### config.mk
export PLATFORM = sky130hd
export DESIGN_NAME = irqf_edge_front
export DESIGN_NICKNAME = d
export VERILOG_FILES = /design/src/rtl/irqf_pkg.sv /design/src/rtl/irqf_ctrl_regs.sv /design/src/rtl/irqf_sync.sv /design/src/rtl/irqf_glitch_filter.sv /design/src/rtl/irqf_line_shaper.sv /design/src/rtl/irqf_edge_front.sv
export SDC_FILE = /design/constraint.sdc
export NUM_CORES = 1
export LEC_CHECK = 0
export ABC_CLOCK_PERIOD_IN_PS = 6800
export BUFFER_PORTS_ARGS = -buffer_cell sky130_fd_sc_hd__clkbuf_2
export CORE_UTILIZATION = 30
export DETAILED_ROUTE_END_ITERATION = 16
export PLACE_DENSITY = 0.51
export SETUP_SLACK_MARGIN = 0.1
export SYNTH_ARGS = -nofsm -noshare
export SYNTH_HDL_FRONTEND = slang
export SYNTH_SLANG_ARGS = --single-unit
### constraint.sdc
create_clock -name clk -period 6.8 [get_ports clk]
set_input_delay 0.68 -clock clk [delete_from_list [all_inputs] [get_ports clk]]
set_output_delay 0.68 -clock clk [all_outputs]
set_load 0.01 [all_outputs]
### src/rtl/irqf_pkg.sv
// Package: shared constants and types for the interrupt edge front end.
// Assumes byte addressing with word-aligned registers.
package irqf_pkg;

    // Register byte offsets; fixed because neighbouring pin-bank registers
    // occupy the addresses on either side of this window.
    localparam int OFS_ARM   = 'h90;
    localparam int OFS_BOTH  = 'h94;
    localparam int OFS_CLEAN = 'h98;
    localparam int OFS_HOLD  = 'h9C;

    // Decoded register selection.
    typedef enum logic [2:0] {
        RSEL_NONE,
        RSEL_ARM,
        RSEL_BOTH,
        RSEL_CLEAN,
        RSEL_HOLD
    } rsel_e;

    // Per-line control bundle handed to the output shaper.
    typedef struct packed {
        logic arm;
        logic both;
        logic clean;
    } line_ctl_t;

endpackage

### src/rtl/irqf_ctrl_regs.sv
// Module: control register window for the interrupt edge front end.
// Holds the per-line enable, both-edge and filter-enable bits and the
// shared stability count. Reads are combinational; writes take effect at
// the next clock edge. Assumes NUM_LINES and CNT_W do not exceed DATA_W.
module irqf_ctrl_regs
    import irqf_pkg::*;
#(
    parameter int NUM_LINES = 24,
    parameter int CNT_W     = 8,
    parameter int ADDR_W    = 8,
    parameter int DATA_W    = 32
) (
    input  logic                 clk,
    input  logic                 rst_n,
    input  logic                 wr,
    input  logic [ADDR_W-1:0]    addr,
    input  logic [DATA_W-1:0]    wdata,
    output logic [DATA_W-1:0]    rdata,
    output logic [NUM_LINES-1:0] arm_q,
    output logic [NUM_LINES-1:0] both_q,
    output logic [NUM_LINES-1:0] clean_q,
    output logic [CNT_W-1:0]     hold_q
);

    localparam logic [ADDR_W-1:0] A_ARM   = ADDR_W'(OFS_ARM);
    localparam logic [ADDR_W-1:0] A_BOTH  = ADDR_W'(OFS_BOTH);
    localparam logic [ADDR_W-1:0] A_CLEAN = ADDR_W'(OFS_CLEAN);
    localparam logic [ADDR_W-1:0] A_HOLD  = ADDR_W'(OFS_HOLD);

    rsel_e sel;

    // Address decode into a register selection.
    always_comb begin
        sel = RSEL_NONE;
        if (addr == A_ARM)        sel = RSEL_ARM;
        else if (addr == A_BOTH)  sel = RSEL_BOTH;
        else if (addr == A_CLEAN) sel = RSEL_CLEAN;
        else if (addr == A_HOLD)  sel = RSEL_HOLD;
    end

    // Register update on write strobe; unused data bits are dropped.
    always_ff @(posedge clk) begin
        if (!rst_n) begin
            arm_q   <= '0;
            both_q  <= '0;
            clean_q <= '0;
            hold_q  <= '0;
        end else if (wr) begin
            case (sel)
                RSEL_ARM:   arm_q   <= wdata[NUM_LINES-1:0];
                RSEL_BOTH:  both_q  <= wdata[NUM_LINES-1:0];
                RSEL_CLEAN: clean_q <= wdata[NUM_LINES-1:0];
                RSEL_HOLD:  hold_q  <= wdata[CNT_W-1:0];
                default:    ;
            endcase
        end
    end

    // Read mux, zero-extended to the bus width.
    always_comb begin
        rdata = '0;
        case (sel)
            RSEL_ARM:   rdata[NUM_LINES-1:0] = arm_q;
            RSEL_BOTH:  rdata[NUM_LINES-1:0] = both_q;
            RSEL_CLEAN: rdata[NUM_LINES-1:0] = clean_q;
            RSEL_HOLD:  rdata[CNT_W-1:0]     = hold_q;
            default:    rdata = '0;
        endcase
    end

endmodule

### src/rtl/irqf_sync.sv
// Module: multi-stage synchronizer for the incoming pin levels.
// Assumes STAGES >= 1; output lags the input by STAGES cycles.
module irqf_sync #(
    parameter int NUM_LINES = 24,
    parameter int STAGES    = 2
) (
    input  logic                 clk,
    input  logic                 rst_n,
    input  logic [NUM_LINES-1:0] din,
    output logic [NUM_LINES-1:0] dout
);

    logic [NUM_LINES-1:0] stg [STAGES];

    for (genvar g = 0; g < STAGES; g++) begin : g_stage
        if (g == 0) begin : g_first
            // First stage samples the raw pins.
            always_ff @(posedge clk) begin
                if (!rst_n) stg[g] <= '0;
                else        stg[g] <= din;
            end
        end else begin : g_next
            // Later stages shift the previous stage forward.
            always_ff @(posedge clk) begin
                if (!rst_n) stg[g] <= '0;
                else        stg[g] <= stg[g-1];
            end
        end
    end

    assign dout = stg[STAGES-1];

endmodule

### src/rtl/irqf_glitch_filter.sv
// Module: single-line stability filter.
// Accepts a new level once the input has differed from the held level
// for `hold` consecutive cycles (0 treated as 1). `accept` is high in the
// cycle whose closing edge updates the held level.
module irqf_glitch_filter #(
    parameter int CNT_W = 8
) (
    input  logic             clk,
    input  logic             rst_n,
    input  logic             level_in,
    input  logic [CNT_W-1:0] hold,
    output logic             stable_q,
    output logic             accept
);

    logic [CNT_W-1:0] cnt_q;
    logic [CNT_W:0]   run_len;
    logic             differs;

    // Length of the current run of the differing level, counting this cycle.
    always_comb begin
        differs = (level_in != stable_q);
        run_len = {1'b0, cnt_q} + {{CNT_W{1'b0}}, 1'b1};
        accept  = differs && (run_len >= {1'b0, hold});
    end

    // Track the run length and commit the new level when it is long enough.
    always_ff @(posedge clk) begin
        if (!rst_n) begin
            stable_q <= 1'b0;
            cnt_q    <= '0;
        end else if (!differs) begin
            cnt_q <= '0;
        end else if (accept) begin
            stable_q <= level_in;
            cnt_q    <= '0;
        end else begin
            cnt_q <= run_len[CNT_W-1:0];
        end
    end

endmodule

### src/rtl/irqf_line_shaper.sv
// Module: per-line output stage.
// Masked lines rest at the idle level of their mode; level lines pass the
// raw or filtered level; both-edge lines rest high and pulse low for one
// cycle per accepted transition, but only when the filter is enabled.
module irqf_line_shaper
    import irqf_pkg::*;
(
    input  logic      clk,
    input  logic      rst_n,
    input  line_ctl_t ctl,
    input  logic      raw,
    input  logic      filtered,
    input  logic      accept,
    output logic      out_q
);

    logic nxt;

    // Select the next output value from the line's mode.
    always_comb begin
        if (!ctl.arm)       nxt = ctl.both;
        else if (ctl.both)  nxt = ctl.clean ? ~accept : 1'b1;
        else                nxt = ctl.clean ? filtered : raw;
    end

    // Register the output toward the interrupt controller.
    always_ff @(posedge clk) begin
        if (!rst_n) out_q <= 1'b0;
        else        out_q <= nxt;
    end

endmodule

### src/rtl/irqf_edge_front.sv
// Module: interrupt line edge detector with shared-period noise filter.
// Synchronizes the pins, filters each line, and shapes each line's output
// according to its enable, both-edge and filter-enable bits.
module irqf_edge_front
    import irqf_pkg::*;
#(
    parameter int NUM_LINES   = 24,
    parameter int CNT_W       = 8,
    parameter int SYNC_STAGES = 2,
    parameter int ADDR_W      = 8,
    parameter int DATA_W      = 32
) (
    input  logic                 clk,
    input  logic                 rst_n,
    input  logic                 bus_wr,
    input  logic [ADDR_W-1:0]    bus_addr,
    input  logic [DATA_W-1:0]    bus_wdata,
    output logic [DATA_W-1:0]    bus_rdata,
    input  logic [NUM_LINES-1:0] line_in,
    output logic [NUM_LINES-1:0] line_out
);

    logic [NUM_LINES-1:0] arm_q;
    logic [NUM_LINES-1:0] both_q;
    logic [NUM_LINES-1:0] clean_q;
    logic [CNT_W-1:0]     hold_q;
    logic [NUM_LINES-1:0] sync_w;
    logic [NUM_LINES-1:0] stable_w;
    logic [NUM_LINES-1:0] accept_w;

    irqf_ctrl_regs #(
        .NUM_LINES (NUM_LINES),
        .CNT_W     (CNT_W),
        .ADDR_W    (ADDR_W),
        .DATA_W    (DATA_W)
    ) u_regs (
        .clk     (clk),
        .rst_n   (rst_n),
        .wr      (bus_wr),
        .addr    (bus_addr),
        .wdata   (bus_wdata),
        .rdata   (bus_rdata),
        .arm_q   (arm_q),
        .both_q  (both_q),
        .clean_q (clean_q),
        .hold_q  (hold_q)
    );

    irqf_sync #(
        .NUM_LINES (NUM_LINES),
        .STAGES    (SYNC_STAGES)
    ) u_sync (
        .clk   (clk),
        .rst_n (rst_n),
        .din   (line_in),
        .dout  (sync_w)
    );

    for (genvar i = 0; i < NUM_LINES; i++) begin : g_line
        line_ctl_t ctl;

        assign ctl = '{arm: arm_q[i], both: both_q[i], clean: clean_q[i]};

        irqf_glitch_filter #(
            .CNT_W (CNT_W)
        ) u_filt (
            .clk      (clk),
            .rst_n    (rst_n),
            .level_in (sync_w[i]),
            .hold     (hold_q),
            .stable_q (stable_w[i]),
            .accept   (accept_w[i])
        );

        irqf_line_shaper u_shape (
            .clk      (clk),
            .rst_n    (rst_n),
            .ctl      (ctl),
            .raw      (sync_w[i]),
            .filtered (stable_w[i]),
            .accept   (accept_w[i]),
            .out_q    (line_out[i])
        );
    end

endmodule

# After elaboration in Yosys (flattened, before gate mapping)
# Memories as Yosys holds them, arrays and structs flattened.
# Cells that the tools add are included.
totals:
  output_inout_bits: 56
  in_bits: 67
  mem_bits_rw: 48
  regBits: 320
  n_memories: 1
classes:
  bitwise: 51
  n_eq_ne: 32
  n_lt_le_gt_ge: 24
  muxes: 106
  n_reduce_logical: 76
  n_addsub: 24
mem_list:
  columns: ["memory", "words", "width", "read_ports", "rd_ports_with_merged_regs", "write_ports", "line", "source"]
  rows:
  - ["u_sync.stg", 2, 24, 2, 0, 2, "irqf_sync.sv:13", "logic [NUM_LINES-1:0] stg [STAGES];"]
ops:
  columns: ["cell", "n"]
  rows:
  - ["8-bit by 1-bit adder with 9-bit output (second input constant)", 24]
  - ["9-bit by 8-bit greater-or-equal comparator with 1-bit output", 24]
  - ["1-bit 2-to-1 mux", 98]
  - ["3-bit OR reduction", 24]
  - ["2-bit AND reduction", 28]
  - ["1-bit NOT", 49]
  - ["24-bit 2-to-1 mux", 2]
  - ["16-bit one-hot mux with 3 select lines", 1]
  - ["8-bit equality test (second input constant)", 4]
  - ["8-bit one-hot mux with 4 select lines", 1]
  - ["1-bit logical AND", 24]
  - ["1-bit != test", 24]
  - ["3-bit 2-to-1 mux", 4]
  - ["3-bit by 2-bit equality test with 1-bit output (second input constant)", 2]
  - ["3-bit by 1-bit equality test with 1-bit output (second input constant)", 1]
  - ["3-bit equality test (second input constant)", 1]
  - ["1-bit OR", 2]

# Longest topological paths before layout
depth:
  ltp_word: 7
  mapped_depth: 11
  ltp_nobuf: 10

# Hierarchy
# A second synthesis with hierarchy kept.
hier_totals:
  hier_cells: 2228
  area_unflattened_um2: 20503.4
modules_own_cells:
  columns: ["module", "area_each_um2", "cells_per_inst", "seq_area_each_um2", "n_inst"]
  rows:
  - ["irqf_glitch_filter at g_line[0].u_filt ...", 593.1, 67, 180.2, 23]
  - ["irqf_ctrl_regs", 3711.1, 377, 1601.5, 1]
  - ["irqf_sync", 1331.3, 101, 960.9, 1]
  - ["irqf_line_shaper", 50.0, 6, 20.0, 24]
  - ["irqf_glitch_filter at g_line[9].u_filt", 619.3, 65, 180.2, 1]

# Worst setup path before layout
# No wires, ideal clock.
synth_timing:
  path_kind: "input -> output"
  startpoint: "in bus_addr[2]"
  endpoint: "out bus_rdata[13]"
  path_slack_ns: 4.187
  cell_stages: 7
  arrival_ns: 1.933
  cell_sequence: "buf_2 buf_2 buf_2 mux2i_1 nor2_1 a21oi_1 nor2_1"
synth_between:
  elab_chain_cells: 7
  word_cells_on_any_way: 12
  classes_between: "eq/ne (7); mux (5)"
synth_lines:
  columns: ["item", "line", "source"]
  rows:
  - ["start, declared", "irqf_edge_front.sv:16", "input logic [ADDR_W-1:0] bus_addr,"]
  - ["8-bit equality test", "irqf_ctrl_regs.sv:38", "else if (addr == A_HOLD) sel = RSEL_HOLD;"]
  - ["3-bit 2-to-1 mux", "irqf_ctrl_regs.sv:38", null]
  - ["3-bit 2-to-1 mux", "irqf_ctrl_regs.sv:37", "else if (addr == A_CLEAN) sel = RSEL_CLEAN;"]
  - ["3-bit 2-to-1 mux", "irqf_ctrl_regs.sv:36", "else if (addr == A_BOTH) sel = RSEL_BOTH;"]
  - ["3-bit 2-to-1 mux *", "irqf_ctrl_regs.sv:35", "if (addr == A_ARM) sel = RSEL_ARM;"]
  - ["3-bit by 2-bit equality test with 1-bit output or 3-bit by 1-bit equality test with 1-bit output (tied branches)", "irqf_ctrl_regs.sv:62", "case (sel)"]
  - ["16-bit one-hot mux with 3 select lines *", "irqf_ctrl_regs.sv:62", null]
  - ["end, declared", "irqf_edge_front.sv:18", "output logic [DATA_W-1:0] bus_rdata,"]
# Every way passes the cells marked *; elsewhere a longest branch is shown, timed or not.

# Worst setup path after layout
layout_timing:
  startpoint: "in bus_addr[3]"
  endpoint: "out bus_rdata[8]"
# Same word-level chain as after synthesis.

==> key figures <==
Floorplan
  – Cell Rows: just over 90
  – Die width: around 260 um
  – Die ar.: roughly 66000 um2
  – Ports: approximately 120
  – Initial core utilization: approximately 31%
  – Die height: between 200 and 300 um
  – Core area: 63400 um2

Synth
  – Most used DFF post-synth: dfxtp_1
  – Post-synth EDFFs: 0
  – #FFs+latches synth: between 300 and 400
  – Syn Inst Count: 2110
  – Warnings from Yosys: 0
  – Seq/Total Area, Yosys: about two fifths
  – Cell variety after synth: between 50 and 60
  – Mapped Area: about 19000 um2
  – Synth area leaders: dfxtp_1 38%, ha_1 14%, nor2b_1 5.6%
  – Top-area cell type share of the netlist area: between 30% and 40%
  – Most frequent cells after synthesis: 368 x dfxtp_1, 216 x ha_1, 193 x nand2_1
  – Largest area contributor in the netlist: dfxtp_1
  – Fraction of registers with async set/reset: 0%
  – Avg Cell Area, Syn: between 9 and 10 um2
  – Most numerous cell in the Yosys netlist: dfxtp_1

Placed design
  – Final HPWL DP: around 33000 um
  – RePlAce Congestion: ~0.81
  – Port Buffer Count: between 100 and 150
  – Placed insts: 2995

Clock network
  – CTS clock-pin slew for the worst setup and hold paths: ~0.06 ns
  – Clk sinks: between 300 and 400
  – Clk Latency, worst-skew pair: 0.57 ns
  – Clock tree root buffer cell: clkbuf_16
  – Longest Clk Path Bufs: 3
  – Postcts setup bufs: 0
  – H-tree depth: 2
  – Total CTS buffers: 44
  – CTS tree: yes
  – Post-CTS sizing: 0
  – CTS Hold Buffers Added: 0

Timing
  – Setup violators final: 0
  – Setup TNS: 0 ns
  – Post-layout min period: roughly 3.6 ns
  – Clock Skew: roughly 0.022 ns
  – Slew headroom: a little under two fifths
  – Max-slew violation count: 0
  – Worst-Margin Slew: 0.925 ns
  – RSZ-0062 raised after global routing: false
  – Max Fclk: between 200 and 300 MHz
  – Final Hold Violating Endpoints: 0
  – Final period util: 53.0%

Job
  – Max-Cap Viols: 0

Global routing
  – Total global routing overflow: 0
  – GRT Overall Usage: 14.7%
  – Vias in the first global route: 14700
  – Largest net degree at the start of global routing: roughly 120
  – Initial antenna violation count: 2
  – Global-route wire length before repair: about 78000 um

Setup path
  – Crit path DAT: ~2.9 ns
  – Crit path kind: input port to output pin
  – CP required: 6.12 ns
  – CP Max Fanout: 28
  – Nature of the critical path endpoint: output pin
  – Nature of the critical path startpoint: input port

Finish
  – Area growth, synth to finish: 13.7%
  – Non-filler instance count after layout: around 3100
  – Layout net count: around 2500
  – Register area: 7370 um2
  – ANT cells: 0
  – # fillers: 6408
  – Multi-input combinational cell area: about 11000 um2
  – Share of cells above drive strength 1: 10.9%

Pwr
  – Tot Pwr: 4.61 mW
  – Leakage: approximately 9.5 nW
  – VDD IR max: 0.000139 V
  – PD cells: ~210 nW/um2

Worst hold path
  – Worst Hold Class: input port to register

Drt
  – Pre-antenna DRT Iters: 5
  – DRC viols: 0
  – Routed vias: 14700
  – DR vias/cell: slightly below 5
  – Antenna viol nets, final: 0
  – Routed WL: slightly below 50000 um
  – Post-DR wirelength/cell: ~16 um
  – Starting DRT DRC Count: around 620

Status
  – Status: finished clean
## final timing paths
| kind | endpoint | cells after the start | slack [ns] | from |
|---|---|---|---|---|
| worst max-delay path | bus_rdata[8] | 7 | 3.20 | bus_addr[3] |
| worst min register to register | u_sync.stg[1][1] | 1 | 0.43 | u_sync.stg[0][1] |
| worst max register to register | g_line[4].u_filt.cnt_q[2] | 10 | 3.48 | g_line[4].u_filt.cnt_q[0] |
| worst min-delay path | u_sync.stg[0][18] | 2 | 0.31 | line_in[18] |
## metal layers
| metal | wire (um) | global-route usage, % | vias up |
|---|---|---|---|
| met2 | 21000 | 23.3 | 246 |
| met1 | 23900 | 20.1 | 6902 |
| met3 | 2210 | 2.70 | 86 |
| met4 | 1140 | 4.51 | 0 |
| li1 | - | - | 7510 |
| met5 | 0 | 0 | - |
## per-stage QoR
stage / worst slack (ns) / area, um2 / hold WS, ns / util (%)
2_1_floorplan: 4.19 / 19400 / 0.412 / -
3_3_place_gp: 3.23 / 20600 / 0.415 / 32.5
3_5_place_dp: 3.19 / 20600 / 0.419 / 32.5
4_1_cts: 3.23 / 22000 / 0.273 / 34.7
5_1_grt: 3.12 / 22000 / 0.294 / 34.7
6_report: 3.20 / 22000 / 0.311 / 34.7
## cell type report
class,instances,area share (%)
Tap cell,846,4.81
Inverter,29,0.494
Timing Repair Buffer,123,3.03
Clock buffer,61,5.75
Sequential cell,368,33.5
Multi-Input combinational cell,1629,51.9
Clock inverter,14,0.580
## registers in the layout (all words and copies together), names as in the netlist
register	count
u_regs.both_q	24
g_line.u_shape.out_q	24
g_line.u_filt.stable_q	24
u_regs.hold_q	8
u_regs.clean_q	24
g_line.u_filt.cnt_q	192
u_regs.arm_q	24
u_sync.stg	48
## worst max-delay path, cell delays in order
cell and delay, ns:
clkbuf_2 0.08, buf_4 0.43, nor2b_2 0.85, buf_4 0.36
a21oi_1 0.19, nor2_1 0.14, clkbuf_2 0.17
## cell families (layout without fill, tap and decap cells)
kind of cell	after synthesis	count (layout)	share of synthesized area, %
adder cells (fa/ha/maj)	216	216	14.0
AND/OR/NAND/NOR	891	891	23.8
multiplexers	61	61	3.77
flip-flops	368	368	38.0
other	1	8	0.0194
XOR/XNOR	168	168	7.60
buffers and inverters	120	227	3.15
AO/OA/AOI/OAI	285	285	9.73
## placed cells by master, fill, tap and decap left out, types with 5 or more instances in the layout
master,synthesis,final
nor3_1,28,28
a21oi_1,54,54
buf_4,32,17
nor2b_1,174,173
dfxtp_1,368,367
nor3b_1,27,27
mux2_2,15,15
and3_1,65,65
a31oi_1,10,10
a21o_1,44,44
nand4_1,25,25
and2_1,60,60
clkbuf_2,1,105
nor2_1,141,141
inv_1,29,28
mux2i_1,38,38
and4_1,5,5
clkbuf_8,0,9
a21boi_0,25,25
conb_1,1,8
mux4_2,8,8
ha_1,216,216
nand3_1,154,154
a31o_2,10,10
xnor2_1,68,68
nand2_1,193,193
o21ai_0,66,66
clkbuf_16,0,45
a211oi_1,16,16
clkbuf_1,36,8
o21ai_1,16,16
nand2b_1,5,5
a221o_1,15,15
xor2_1,100,100
clkinv_2,0,10
## power by group
group	internal (mW)	switching (mW)	total (mW)	leakage [nW]
Clock	1.37	0.939	2.31	0.698
Sequential	2.17	0.0127	2.19	2.98
Combinational	0.0442	0.0714	0.116	5.81
Total	3.59	1.02	4.61	9.49
Note: power is estimated with default switching activity, not from simulation.
